$ cat src/rtl/rng_pacer.sv
module rng_pacer #(
  parameter int DW          = 32,
  parameter int WORDS       = 4,
  parameter int CLK_RATIO   = 4,
  parameter int PASS_MULT   = 16,
  parameter int MIN_GAP     = 213,
  parameter int FIRST_RNG_A = 128,
  parameter int FIRST_BUS_A = 426,
  parameter int FIRST_RNG_B = 192,
  parameter int FIRST_BUS_B = 213
) (
  input  logic                clk,
  input  logic                rst_n,
  input  logic [1:0]          reg_addr,
  input  logic                reg_wr,
  input  logic                reg_rd,
  input  logic [2:0]          reg_wbits,
  output logic [DW-1:0]       reg_rdata,
  input  logic                first_sel,
  input  logic                seed_err_evt,
  input  logic                clk_err_evt,
  input  logic [WORDS*DW-1:0] cond_batch,
  output logic                cond_take,
  output logic                irq
);

  localparam int PASS_RAW = PASS_MULT * CLK_RATIO;
  localparam int PASS     = (PASS_RAW > MIN_GAP) ? PASS_RAW : MIN_GAP;
  localparam int LAT_A    = FIRST_RNG_A * CLK_RATIO + FIRST_BUS_A;
  localparam int LAT_B    = FIRST_RNG_B * CLK_RATIO + FIRST_BUS_B;
  localparam int LAT_AB   = (LAT_A > LAT_B) ? LAT_A : LAT_B;
  localparam int LAT_MAX  = (LAT_AB > PASS) ? LAT_AB : PASS;
  localparam int TW       = $clog2(LAT_MAX + 1);
  localparam int CW       = $clog2(WORDS + 1);
  localparam int PW       = (WORDS > 1) ? $clog2(WORDS) : 1;

  localparam logic [1:0] A_CTRL = 2'd0;
  localparam logic [1:0] A_STAT = 2'd1;
  localparam logic [1:0] A_DATA = 2'd2;

  logic          en, ie, seis, ceis, blk, primed;
  logic [TW-1:0] timer;
  logic [CW-1:0] cnt;
  logic [PW-1:0] rp;
  logic [DW-1:0] wbuf [WORDS];

  logic wr_ctrl, wr_stat, en_rise, pop, drdy;

  assign wr_ctrl = reg_wr && reg_addr == A_CTRL;
  assign wr_stat = reg_wr && reg_addr == A_STAT;
  assign en_rise = wr_ctrl && reg_wbits[0] && !en;
  assign pop     = reg_rd && reg_addr == A_DATA && cnt != '0;
  assign drdy    = cnt != '0;

  assign cond_take = en && !blk && !seed_err_evt && timer == '0 && cnt == '0;
  assign irq       = en && ie && (drdy || seis || ceis);

  always_comb begin
    case (reg_addr)
      A_CTRL:  reg_rdata = {{(DW-2){1'b0}}, ie, en};
      A_STAT:  reg_rdata = {{(DW-3){1'b0}}, ceis, seis, drdy};
      A_DATA:  reg_rdata = drdy ? wbuf[rp] : '0;
      default: reg_rdata = '0;
    endcase
  end

  // control, flags and the seed-error block
  always_ff @(posedge clk or negedge rst_n) begin
    if (!rst_n) begin
      en     <= 1'b0;
      ie     <= 1'b0;
      seis   <= 1'b0;
      ceis   <= 1'b0;
      blk    <= 1'b0;
    end else begin
      if (wr_ctrl) begin
        en <= reg_wbits[0];
        ie <= reg_wbits[1];
      end
      seis <= seed_err_evt || (seis && !(wr_stat && !reg_wbits[1]));
      ceis <= clk_err_evt  || (ceis && !(wr_stat && !reg_wbits[2]));
      if (seed_err_evt)
        blk <= 1'b1;
      else if (en_rise && !seis)
        blk <= 1'b0;
    end
  end

  // pass timer
  always_ff @(posedge clk or negedge rst_n) begin
    if (!rst_n) begin
      timer  <= '0;
      primed <= 1'b0;
    end else if (en_rise) begin
      primed <= 1'b1;
      if (primed)
        timer <= TW'(PASS);
      else
        timer <= first_sel ? TW'(LAT_B) : TW'(LAT_A);
    end else if (cond_take) begin
      timer <= TW'(PASS - 1);
    end else if (en && !blk && timer != '0) begin
      timer <= timer - 1'b1;
    end
  end

  // output buffer
  always_ff @(posedge clk or negedge rst_n) begin
    if (!rst_n) begin
      cnt <= '0;
      rp  <= '0;
      for (int i = 0; i < WORDS; i++) wbuf[i] <= '0;
    end else if (seed_err_evt) begin
      cnt <= '0;
      rp  <= '0;
    end else if (cond_take) begin
      cnt <= CW'(WORDS);
      rp  <= '0;
      for (int i = 0; i < WORDS; i++) wbuf[i] <= cond_batch[i*DW +: DW];
    end else if (pop) begin
      cnt <= cnt - 1'b1;
      rp  <= rp + 1'b1;
    end
  end


  seed_flush_chk: assert property (@(posedge clk) disable iff (!rst_n)
    seed_err_evt |=> (cnt == '0 && seis));


  seed_block_chk: assert property (@(posedge clk) disable iff (!rst_n)
    seis |-> !cond_take);


  pop_one_chk: assert property (@(posedge clk) disable iff (!rst_n)
    (pop && !seed_err_evt) |=> (cnt + 1'b1) == $past(cnt));


  drdy_fall_chk: assert property (@(posedge clk) disable iff (!rst_n)
    $fell(drdy) |-> ($past(pop) || $past(seed_err_evt)));


  w1_keep_chk: assert property (@(posedge clk) disable iff (!rst_n)
    (wr_stat && reg_wbits[2] && !clk_err_evt) |=> ceis == $past(ceis));


  evt_wins_chk: assert property (@(posedge clk) disable iff (!rst_n)
    clk_err_evt |=> ceis);


  take_once_chk: assert property (@(posedge clk) disable iff (!rst_n)
    cond_take |=> !cond_take);

endmodule

$ cat config.mk
export PLATFORM = sky130hd
export DESIGN_NAME = rng_pacer
export DESIGN_NICKNAME = d
export VERILOG_FILES = /design/src/rtl/rng_pacer.sv
export SDC_FILE = /design/constraint.sdc
export NUM_CORES = 1
export LEC_CHECK = 0
export BUFFER_PORTS_ARGS = -buffer_cell sky130_fd_sc_hd__buf_2
export CAP_MARGIN = 20
export CORE_ASPECT_RATIO = 1.5
export CORE_MARGIN = 4
export CORE_UTILIZATION = 35
export DETAILED_ROUTE_END_ITERATION = 12
export PLACE_DENSITY = 0.56
export SLEW_MARGIN = 20
export SYNTH_ARGS = -nofsm -noshare
export SYNTH_HDL_FRONTEND = slang
export SYNTH_SLANG_ARGS = --single-unit
$ cat constraint.sdc
create_clock -name clk -period 2.83 [get_ports clk]
set_input_delay 0.849 -clock clk [delete_from_list [all_inputs] [get_ports clk]]
set_output_delay 0.849 -clock clk [all_outputs]
set_load 0.005 [all_outputs]
Yosys cells after proc, flatten, opt, wreduce, memory -nomap -nowiden
Cells that the tools add are included.
{ "word_totals": {"romBits": 0, "in_bits": 140, "out_inout_bits": 34, "latchBits": 0, "reg_bits": 149, "n_memories": 0, "ram_bits": 0} }
{ "classes": {"addsub": 3, "eq_ne": 2, "order_cmp": 1, "n_mux": 18, "div": 0, "n_bitwise": 2, "mul": 0, "reduce_logical": 39, "shifts": 0} }
{ "op_table": {"columns": ["operator", "count"], "rows": [
  ["$mux W32", 3],
  ["$pmux W32 S3", 1],
  ["$bmux W32 S2", 1],
  ["$mux W10", 4],
  ["$logic_and A1 B1 Y1", 18],
  ["$logic_not A10 Y1", 1],
  ["$reduce_bool A10 Y1", 1],
  ["$sub A10 B1 Y10 const B", 1],
  ["$mux W3", 3],
  ["$reduce_bool A3 Y1", 3],
  ["$logic_not A1 Y1", 8],
  ["$mux W7", 1],
  ["$mux W2", 3],
  ["$logic_or A1 B1 Y1", 4],
  ["$ge A3 B3 Y1 const B", 1],
  ["$logic_not A3 Y1", 1],
  ["$not A2 Y3", 1],
  ["$sub A3 B1 Y3 const B", 1],
  ["$add A2 B1 Y2 const B", 1],
  ["$eq A2 B1 Y1 const B", 1],
  ["$eq A2 B2 Y1 const B", 1],
  ["$logic_not A2 Y1", 1],
  ["$mux W1", 2],
  ["$reduce_and A2 Y1", 1],
  ["other kinds (2)", 2]
]} }

Logic depth before layout (Yosys ltp)
{ "depth": {"word_depth": 7, "depth_mapped": 9, "ltp_nobuf": 7} }

Least setup slack after synthesis
No wires, ideal clock.
{ "synth_timing": {"kind": "input -> output", "from": "in seed_err_evt", "to": "out cond_take", "path_buffers": 2, "path_stages": 5, "arrival_ns": 1.846, "t_required_ns": 1.981, "path_slack_ns": 0.135, "cell_sequence": "nor3b_1 nand4_1 inv_2 buf_2 buf_2"} }
{ "synth_via": {"elab_chain_len": 4} }
{ "synth_lines": {"columns": ["item", "line_no", "source"], "rows": [
  ["from (decl)", "20", "input logic seed_err_evt,"],
  ["$logic_not A1 Y1", "55", "assign cond_take = en && !blk && !seed_err_evt && timer == '0 && cnt == '0;"],
  ["$logic_and A1 B1 Y1 (3 in series)", "55", null],
  ["to (decl)", "23", "output logic cond_take,"]
]} }
Every way passes these cells.

Final worst setup path
{ "layout_timing": {"from": "reg rp[0]", "to": "out reg_rdata[29]"} }
{ "layout_via": {"elab_chain_len": 6} }
{ "layout_lines": {"columns": ["item", "line_no", "source"], "rows": [
  ["from (decl)", "44", "logic [PW-1:0] rp;"],
  ["from (signal assigned)", "122", "rp <= rp + 1'b1;"],
  ["$not A2 Y3 (implied by the code)", "62", "A_DATA: reg_rdata = drdy ? wbuf[rp] : '0;"],
  ["$bmux W32 S2", "62", null],
  ["$mux W32 (implied by the code) (2 in series)", "62", null],
  ["$mux W32", "62", null],
  ["$pmux W32 S3", "59", "case (reg_addr)"],
  ["to (decl)", "18", "output logic [DW-1:0] reg_rdata,"]
]} }
Every way passes these cells. The select of a mux whose other input is x is not followed.

==> flow_summary.json <==
{
  "synth_cell_types": 51,
  "netlist_area_um2": 7070,
  "irDropWorstVdd_mv": 0.398,
  "cp-start-kind": "register",
  "clk_transition_reported_paths_ps": 60,
  "cts.root.buffer_cell": "clkbuf_16",
  "rows": 63,
  "end_kind": "primary output",
  "synth_edf_count": 0,
  "powerDensity_nw_per_um2": 506,
  "fmax_mhz": 358,
  "dpl.cell_count": 1164,
  "synth_warnings": 0,
  "cp_max_fo": 8,
  "fin_crit_sh_pct": 98.7,
  "finalSetupViolCount": 0,
  "skew_ps": 5.86,
  "synth.net_count": 897,
  "grt_max_degree": 132,
  "drive_gt1_share_pct": 30.8,
  "place_ws_ps": 51.4,
  "gp_congestion": 0.872,
  "io_buffers": 173,
  "relSlewSlack_pct": 54.8,
  "pin_count": 174,
  "drt_first_pass_iters": 6,
  "avgSynthCellArea_um2": 9.38,
  "r2r_start": "cnt[0]$_DFFE_PN0P_",
  "synth_seq_area_share_pct": 52.7,
  "grt_remaining_overflow": 0,
  "grt_pass1_vias": 6051,
  "hold_path.class": "input pin to async pin",
  "critPathRequiredTime_ps": 1980,
  "groute.usage.overall_pct": 17.6,
  "vias_per_cell": 4.84,
  "die_y_um": 182,
  "syn_to_final_growth_pct": 28.5,
  "tightest_slew_ps": 672,
  "cts_tree": "yes",
  "dp_hpwl_mm": 13.6,
  "p_leak_nw": 4.86,
  "status": "finished clean",
  "rsz0062_at_grt": "true",
  "final_core_util_pct": 45.8,
  "synth_ff_type": "dfrtp_1",
  "die-area_um2": 22600,
  "r2r-end": "timer[2]$_DFFE_PN0P_",
  "htreeDepth": 4,
  "antenna_found_initial": 1,
  "cts-buffers-inserted": 17,
  "maxSlewViolCount": 0,
  "drv_cap": 0,
  "clk_path_buf_depth": 2,
  "stdcell_count": 1201,
  "worstPathArrival_ps": 1950,
  "cts.sinks": 149,
  "grt_pass1_wl_mm": 30.7,
  "fin_ws_ps": 35.4,
  "async_flop_share_pct": 100,
  "clock_latency_ps": 420,
  "antennaDiodeCount": 0,
  "layout_min_cycle_time_ps": 2790,
  "ys_ff_latch": 149,
  "start_util_pct": 35.6,
  "critPathKind": "register to primary output",
  "hold_viol_final": 0,
  "ant_nets": 0,
  "reg2reg_depth": 8,
  "vias": 5807,
  "route.detailed.drc": 0,
  "drt_wl_total_mm": 19.9,
  "dieWidth_um": 124,
  "dr.first_iter.drc_count": 257,
  "final_nets": 1071,
  "rrSetupSlack_ps": 590,
  "synthesis.instances": 754,
  "coreArea_um2": 19900,
  "wl_per_cell_um": 16.6
}
[worst max path at each step]
stage	startpoint	end	cells past startpoint	slack (ps)
detailed placement	seed_err_evt	cond_take	5	50
finish	rp[0]$_DFFE_PN0P_	reg_rdata[29]	5	40
CTS	rp[0]$_DFFE_PN0P_	reg_rdata[24]	4	-3
floorplan	seed_err_evt	cond_take	5	130
global route	rp[0]$_DFFE_PN0P_	reg_rdata[24]	5	-30
global placement	seed_err_evt	cond_take	5	90
[placed cells by master, fill, tap and decap left out, types with 3 or more instances in the layout]
cell type     n
a211oi_1      4
a21oi_1       3
and3_1       20
and3_4       10
buf_12        9
buf_2       167
buf_4        17
buf_6         7
clkbuf_16    19
clkinv_2      3
clkinvlp_4    5
dfrtp_1     147
inv_1         6
mux2i_1       3
mux4_2       32
nand2_1     395
nand2b_1      7
nand3_1       3
nand4_1       3
nor2_1        9
nor3_1        7
o21ai_0       4
o2bb2ai_1     4
xnor2_1       3
[power breakdown]
part | internal, mW | leakage, nW | switching (mW)
Clock | 1.26 | 0.262 | 0.910
Sequential | 2.15 | 2.03 | 0.0184
Combinational | 0.126 | 2.57 | 0.140
Total | 3.53 | 4.86 | 1.07
[per-stage QoR]
| stage | setup TNS, ps | instance area, µm² | power (mW) | hold slack (ps) |
|---|---|---|---|---|
| floorplan | 0 | 7070 | 2.27 | 440 |
| global placement | 0 | 8340 | 2.47 | 453 |
| detailed placement | 0 | 8340 | 2.47 | 457 |
| CTS | -3.37 | 8930 | 4.65 | 330 |
| global route | -158 | 9090 | 4.78 | 350 |
| finish | 0 | 9090 | 4.60 | 335 |
[registers in the layout (all words and copies together), names as in the netlist]
name,flops
wbuf,128
en,1
ceis,1
ie,1
seis,1
cnt,3
blk,1
primed,1
rp,2
timer,10
[worst max-delay path: stages (launching register included)]
cell and delay, ps:
dfrtp_2 370, buf_12 140, buf_12 140, mux4_2 550, and3_4 210, buf_6 110
[area by class of cell]
| type | instances | area [µm²] |
|---|---|---|
| flip-flops and latches | 149 | 3730 |
| repair buffers | 202 | 1270 |
| clock buffers | 21 | 460 |
| inverters | 7 | 28.8 |
| multi-input cells | 551 | 3170 |
| clock inverters | 11 | 100 |
| well taps | 260 | 325 |
| fillers | 1979 | 10800 |
[cells in the mapped netlist (4+ instances only)]
library cell / instances / area, µm²
mux4_2: 32 / 721
nand2b_1: 7 / 43.8
o2bb2ai_1: 4 / 35.0
and3_1: 30 / 188
o21ai_0: 4 / 20.0
inv_1: 6 / 22.5
nor3_1: 7 / 35.0
clkbuf_1: 26 / 97.6
dfrtp_1: 149 / 3730
buf_2: 19 / 95.1
nand2_1: 395 / 1480
a211oi_1: 4 / 30.0
nor2_1: 9 / 33.8
[logic make-up (layout without fill, tap and decap cells)]
logic type	after synthesis	in the layout	synth area share [%]
and+or+nand+nor	475	475	28.4
DFF	149	149	52.7
buffers and inverters	54	241	3.41
muxes	36	36	10.8
AOI/OAI and AO/OA	33	33	3.68
xor gates and xnor gates	4	4	0.495
adders and majority gates	3	3	0.531
[what timing repair did]
item / CTS / global route
setup endpoints to repair: 25 / 21
hold buffers: 0 / 0
setup buffers: 2 / 1
gates cloned: 0 / 2
resized for setup: 2 / 17
pin swaps: 1 / 2
[routing by layer]
metal  global-route usage [%]  part of all wire (%)  up-vias
li1                         -                     -     2828
met1                     21.9                    41     2810
met2                     29.8                    52      134
met3                     3.16                   4.1       33
met4                     7.59                   2.6        2
met5                        0                 0.060        -
Power figures use the tool's default switching activity.
